## src/rtl/align_chk_pkg.sv

```systemverilog
package align_chk_pkg;
  localparam logic [3:0] DT_BYTE  = 4'd0;
  localparam logic [3:0] DT_WORD  = 4'd1;
  localparam logic [3:0] DT_SEL   = 4'd2;
  localparam logic [3:0] DT_DWORD = 4'd3;
  localparam logic [3:0] DT_F32   = 4'd4;
  localparam logic [3:0] DT_FAR48 = 4'd5;
  localparam logic [3:0] DT_QWORD = 4'd6;
  localparam logic [3:0] DT_F64   = 4'd7;
  localparam logic [3:0] DT_F80   = 4'd8;
  localparam logic [3:0] DT_FAR32 = 4'd9;
  localparam logic [3:0] DT_DTR   = 4'd10;
  localparam logic [3:0] DT_ENV   = 4'd11;
  localparam logic [3:0] DT_BITS  = 4'd12;
  localparam logic [3:0] DT_V128  = 4'd13;

  localparam logic [1:0] SEG_DATA  = 2'd0;
  localparam logic [1:0] SEG_STACK = 2'd1;

  localparam logic [1:0] MODE_PROT = 2'd1;
  localparam logic [1:0] MODE_V86  = 2'd2;

  typedef enum logic [1:0] {
    VD_PASS  = 2'd0,
    VD_ALIGN = 2'd1,
    VD_GP    = 2'd2
  } verdict_e;

  localparam logic [7:0] VEC_ALIGN = 8'd17;
  localparam logic [7:0] VEC_GP    = 8'd13;
  localparam logic [7:0] VEC_NONE  = 8'd0;
endpackage

```

## src/rtl/align_size_decode.sv

```systemverilog
module align_size_decode
  import align_chk_pkg::*;
(
  input  logic [3:0] dtype,
  input  logic       op32,
  output logic [3:0] low_mask,
  output logic       is_v128
);
  always_comb begin
    is_v128 = (dtype == DT_V128);
    unique case (dtype)
      DT_WORD, DT_SEL, DT_FAR32:          low_mask = 4'b0001;
      DT_DWORD, DT_F32, DT_FAR48, DT_DTR: low_mask = 4'b0011;
      DT_QWORD, DT_F64, DT_F80:           low_mask = 4'b0111;
      DT_ENV, DT_BITS:                    low_mask = op32 ? 4'b0011 : 4'b0001;
      DT_V128:                            low_mask = 4'b1111;
      default:                            low_mask = 4'b0000;
    endcase
  end
endmodule

```

## src/rtl/align_fault_eval.sv

```systemverilog
module align_fault_eval
  import align_chk_pkg::*;
(
  input  logic [3:0] addr_lo,
  input  logic [3:0] low_mask,
  input  logic       is_v128,
  input  logic [1:0] seg_kind,
  input  logic [1:0] cpl,
  input  logic [1:0] mode,
  input  logic       implicit_sup,
  input  logic       umov,
  input  logic       cr_align_mask,
  input  logic       fl_align,
  output logic [1:0] verdict
);
  logic checking_on;
  logic seg_checked;
  logic off_boundary;
  logic umov_hit;

  always_comb begin
    checking_on  = cr_align_mask && fl_align && (cpl == 2'd3) &&
                   ((mode == MODE_PROT) || (mode == MODE_V86));
    seg_checked  = (seg_kind == SEG_DATA) || (seg_kind == SEG_STACK);
    off_boundary = |(addr_lo & low_mask);
    umov_hit     = (addr_lo == 4'd2) || (addr_lo == 4'd4) || (addr_lo == 4'd8);

    verdict = VD_PASS;
    if (is_v128 && !umov && off_boundary) begin
      verdict = VD_GP;
    end else if (checking_on && seg_checked && !implicit_sup) begin
      if (is_v128) begin
        if (umov_hit) verdict = VD_ALIGN;
      end else if (off_boundary) begin
        verdict = VD_ALIGN;
      end
    end
  end
endmodule

```

## src/rtl/align_out_stage.sv

```systemverilog
module align_out_stage #(
  parameter int W = 8
) (
  input  logic         clk,
  input  logic         rst_n,
  input  logic         in_valid,
  output logic         in_ready,
  input  logic [W-1:0] in_data,
  output logic         out_valid,
  input  logic         out_ready,
  output logic [W-1:0] out_data
);
  assign in_ready = !out_valid || out_ready;

  always_ff @(posedge clk) begin
    if (!rst_n) begin
      out_valid <= 1'b0;
      out_data  <= '0;
    end else if (in_ready) begin
      out_valid <= in_valid;
      if (in_valid) out_data <= in_data;
    end
  end
endmodule

```

## src/rtl/mem_align_guard.sv

```systemverilog
module mem_align_guard
  import align_chk_pkg::*;
#(
  parameter int ADDR_W = 32,
  parameter int ERR_W  = 16
) (
  input  logic              clk,
  input  logic              rst_n,
  input  logic              req_valid,
  output logic              req_ready,
  input  logic [ADDR_W-1:0] req_addr,
  input  logic [3:0]        req_dtype,
  input  logic              req_op32,
  input  logic [1:0]        req_seg_kind,
  input  logic [1:0]        req_cpl,
  input  logic [1:0]        req_mode,
  input  logic              req_implicit_sup,
  input  logic              req_umov,
  input  logic              cr_align_mask,
  input  logic              fl_align,
  output logic              rsp_valid,
  input  logic              rsp_ready,
  output logic [1:0]        rsp_verdict,
  output logic [7:0]        rsp_vector,
  output logic [ERR_W-1:0]  rsp_err_code,
  output logic [ADDR_W-1:0] rsp_addr
);
  localparam int PAY_W = ADDR_W + 2;

  logic [3:0]       low_mask;
  logic             is_v128;
  logic [1:0]       verdict_c;
  logic [PAY_W-1:0] pay_in;
  logic [PAY_W-1:0] pay_out;

  align_size_decode u_dec (
    .dtype    (req_dtype),
    .op32     (req_op32),
    .low_mask (low_mask),
    .is_v128  (is_v128)
  );

  align_fault_eval u_eval (
    .addr_lo       (req_addr[3:0]),
    .low_mask      (low_mask),
    .is_v128       (is_v128),
    .seg_kind      (req_seg_kind),
    .cpl           (req_cpl),
    .mode          (req_mode),
    .implicit_sup  (req_implicit_sup),
    .umov          (req_umov),
    .cr_align_mask (cr_align_mask),
    .fl_align      (fl_align),
    .verdict       (verdict_c)
  );

  assign pay_in = {req_addr, verdict_c};

  align_out_stage #(.W(PAY_W)) u_out (
    .clk       (clk),
    .rst_n     (rst_n),
    .in_valid  (req_valid),
    .in_ready  (req_ready),
    .in_data   (pay_in),
    .out_valid (rsp_valid),
    .out_ready (rsp_ready),
    .out_data  (pay_out)
  );

  assign rsp_verdict  = pay_out[1:0];
  assign rsp_addr     = pay_out[PAY_W-1:2];
  assign rsp_err_code = '0;

  always_comb begin
    unique case (rsp_verdict)
      VD_ALIGN: rsp_vector = VEC_ALIGN;
      VD_GP:    rsp_vector = VEC_GP;
      default:  rsp_vector = VEC_NONE;
    endcase
  end
endmodule

```

## config.mk

```make
export PLATFORM = sky130hd
export DESIGN_NAME = mem_align_guard
export DESIGN_NICKNAME = d
export VERILOG_FILES = /design/src/rtl/align_chk_pkg.sv /design/src/rtl/align_size_decode.sv /design/src/rtl/align_fault_eval.sv /design/src/rtl/align_out_stage.sv /design/src/rtl/mem_align_guard.sv
export SDC_FILE = /design/constraint.sdc
export NUM_CORES = 1
export LEC_CHECK = 0
export BUFFER_PORTS_ARGS = -buffer_cell sky130_fd_sc_hd__clkbuf_2
export CAP_MARGIN = 10
export CORE_ASPECT_RATIO = 0.75
export CORE_MARGIN = 8
export CORE_UTILIZATION = 45
export DETAILED_ROUTE_END_ITERATION = 12
export PLACE_DENSITY = 0.95
export RECOVER_POWER = 100
export SYNTH_ARGS = -nofsm -noshare
export SYNTH_HDL_FRONTEND = slang
export SYNTH_SLANG_ARGS = --single-unit
```

## constraint.sdc

```tcl
create_clock -name clk -period 2 [get_ports clk]
set_input_delay 0.3 -clock clk [delete_from_list [all_inputs] [get_ports clk]]
set_output_delay 0.3 -clock clk [all_outputs]
set_load 0.1 [all_outputs]
```

==> impl_metrics.csv <==
group,metric,value,unit
die,core_area,0.003637,mm²
sta,fmax,557.9,MHz
sta,worst_pin_slew,1.178,ns
setup_path,path_class,"reg2out",
clock_network,holdBufCountCts,0,
clock_network,cts_tree,"done",
die,fp.dieH,69.26,µm
setup_path,required,1.70,ns
status,outcome,"finished clean",
hold_path,hold_class,"in2reg",
sta,tns,0,ns
setup_path,endpoint,"rsp_vector[0]",
setup_path,worstSetupStartpoint,"u_out.out_data[0]$_SDFFE_PN0P_",
setup_path,cp_max_fo,4,
place,place_congestion,0.8024,
sta,finalSetupViolCount,0,
setup_path,worst-r2r-cell-count,5,
die,rows,19,
yosys,yosysWarnings,0,
yosys,syn-cell-area,0.001702,mm²
pwr,leakagePower,1.095,nW
clock_network,h-tree-depth,2,
detailed_routing,drc,0,
yosys,synth_top_area_share,41.18,%
setup_path,r2r_end,"u_out.out_data[11]$_SDFFE_PN0P_",
place,place_hpwl,3533,µm
setup_path,r2r_setup_slack,0.75,ns
yosys,synth_cell_types,34,
yosys,ys_seq_elements,35,
clock_network,cts.clk_slew.worst_paths,0.07,ns
die,start_util,46.78,%
finish,diodes,0,
die,dieArea,0.006026,mm²
detailed_routing,wl_per_cell,12.48,µm
finish,layout.nets,349,
yosys,yosys-top-cells-area,"dfxtp_1 (41%), nand2_1 (15%), a21boi_0 (15%)",
die,io_pins,111,
pwr,p_total,2.070,mW
sta,rsz0062_at_grt,"false",
yosys,yosysSeqAreaShare,41.18,%
sta,hold_viol,0,
detailed_routing,wirelength,4357,µm
setup_path,cp_data_arrival_time,1.49,ns
global_routing,overflow,0,
clock_network,numClockSinks,35,
global_routing,grt_first_pass_wirelength,7238,µm
die,fp.dieW,87.01,µm
finish,drive_above_1_share,35.35,%
detailed_routing,final_antenna_net_count,0,
finish,multiInputGateArea,843.3,µm²
clock_network,clock_tree.root_cell,"clkbuf_8",
global_routing,grtUsageTotal,14.58,%
place,dp_slack,0.4711,ns
finish,fill_cells,352,
clock_network,post_cts.repair.setup_buffers,0,
clock_network,cts_max_path_buffers,2,
pwr,ir_drop,0.5832,mV
finish,syn2layout_area_growth,30.66,%
setup_path,r2r-start,"u_out.out_valid$_SDFFE_PN0N_",
sta,setup_slack,0.2075,ns
place,portBuffers,89,
detailed_routing,vias_per_cell,4.490,
global_routing,grt_start_max_net_pins,37,
global_routing,antenna_found_initial,0,
clock_network,cts_resized,0,
pwr,power.density,931.0,mW/mm²
sta,fin_crit_sh,89.62,%
finish,final-seq-area,700.7,µm²
flow_run,cap_violations,0,
clock_network,cts-buffers-inserted,5,
yosys,synth_area_leader_cell,"dfxtp_1",
sta,finalCriticalPeriod,1.792,ns
yosys,syn_area_per_cell,8.142,µm²
detailed_routing,num_vias,1567,
place,dp_cells,341,
sta,relSlewSlack,21.80,%
setup_path,startpoint_type,"register",
detailed_routing,drtPass1Iterations,4,
detailed_routing,drt_iter0_drc,28,
setup_path,cp-end-kind,"output port",
finish,final_cells,349,
sta,drv_slew,0,
sta,fin_worst_skew,0.006348,ns
yosys,syn-instance-count,209,
clock_network,worstSkewPairLatency,0.28,ns
global_routing,grt_pass1_vias,1686,
[metrics by stage]
stage,area (µm²),hold WS [ns],util (%)
final,2223,0.2481,61.13
after global routing,2223,0.2479,61.13
after CTS,2251,0.2369,61.89
after detailed placement,2133,0.4553,58.65
after global placement,2133,0.4487,58.65
after floorplan,1797,0.4313,-
[layout make-up]
class	instances	share of cell area, %
Inverter	6	1.013
Multi-Input combinational cell	154	37.93
Tap cell	52	2.926
Sequential cell	35	31.51
Clock inverter	2	1.576
Timing Repair Buffer	94	21.33
Clock buffer	6	3.714
[per-layer routing]
layer  vias up  global-route usage [%]  part of all wire [%]
li1        816                       -                     -
met1       685                   14.66                    41
met2        59                   25.95                    48
met3         7                   6.391                   9.2
met4         0                   4.952                   1.1
met5         -                       0                     0
[worst min path at each step]
| stage | depth (start not counted) | slack, ns | from | endpoint |
|---|---|---|---|---|
| finish | 3 | 0.25 | req_addr[23] | u_out.out_data[25]$_SDFFE_PN0P_ |
| global route | 3 | 0.25 | req_addr[28] | u_out.out_data[30]$_SDFFE_PN0P_ |
| floorplan | 2 | 0.43 | req_valid | u_out.out_valid$_SDFFE_PN0N_ |
| global placement | 2 | 0.45 | u_out.out_data[24]$_SDFFE_PN0P_ | u_out.out_data[24]$_SDFFE_PN0P_ |
| detailed placement | 2 | 0.46 | u_out.out_data[20]$_SDFFE_PN0P_ | u_out.out_data[20]$_SDFFE_PN0P_ |
| CTS | 3 | 0.24 | req_addr[23] | u_out.out_data[25]$_SDFFE_PN0P_ |
[cell families (layout without fill, tap and decap cells)]
family	after synthesis	in the layout	synth area share, %
compound gates	46	46	20.88
xor+xnor	2	2	1.030
fa+ha+maj	2	2	1.470
buf+inv	39	108	13.75
flops	35	35	41.18
mux	2	2	1.250
other cells	1	20	0.2204
simple gates	82	82	20.22
[cell usage after synthesis]
master	n
nand2_1	70
dfxtp_1	35
a21boi_0	33
buf_4	22
clkbuf_1	7
inv_1	6
buf_2	4
a21o_1	2
ha_1	2
nor2_1	2
o21ai_2	2
xor2_1	2
a311o_1	1
a311oi_1	1
a31oi_1	1
a32o_1	1
and2_1	1
and2_4	1
conb_1	1
mux2_2	1
mux2i_1	1
nand2b_1	1
nand2b_4	1
nand3_1	1
nand4_1	1
nand4b_1	1
nor3_1	1
nor4_1	1
o2111ai_1	1
o211a_1	1
o21ai_0	1
o21ai_1	1
o32a_2	1
or2b_1	1
[layout by cell type, fill, tap and decap left out, types with 2 or more instances in the layout]
cell	instances
o21ai_0	2
buf_1	2
inv_1	6
nor2_1	2
a21o_1	2
dfxtp_1	35
clkbuf_2	85
o21ai_2	2
nand2_1	70
xor2_1	2
a21boi_0	33
conb_1	20
clkbuf_1	3
clkbuf_8	6
buf_4	4
[registers in the layout, summed over array words and instances, names as in the netlist]
| name | flops |
|---|---|
| u_out.out_valid | 1 |
| u_out.out_data | 34 |
[report_power, final]
group	switching [mW]	internal [mW]
logic	0.565	0.111
registers	0.0195	0.736
clock network	0.235	0.403
total	0.820	1.25
[critical path, stage by stage, from the launching register on]
cell,delay [ns]
dfxtp_1,0.39
inv_1,0.07
ha_2,0.27
inv_1,0.05
clkbuf_2,0.44
Power figures use the tool's default switching activity.
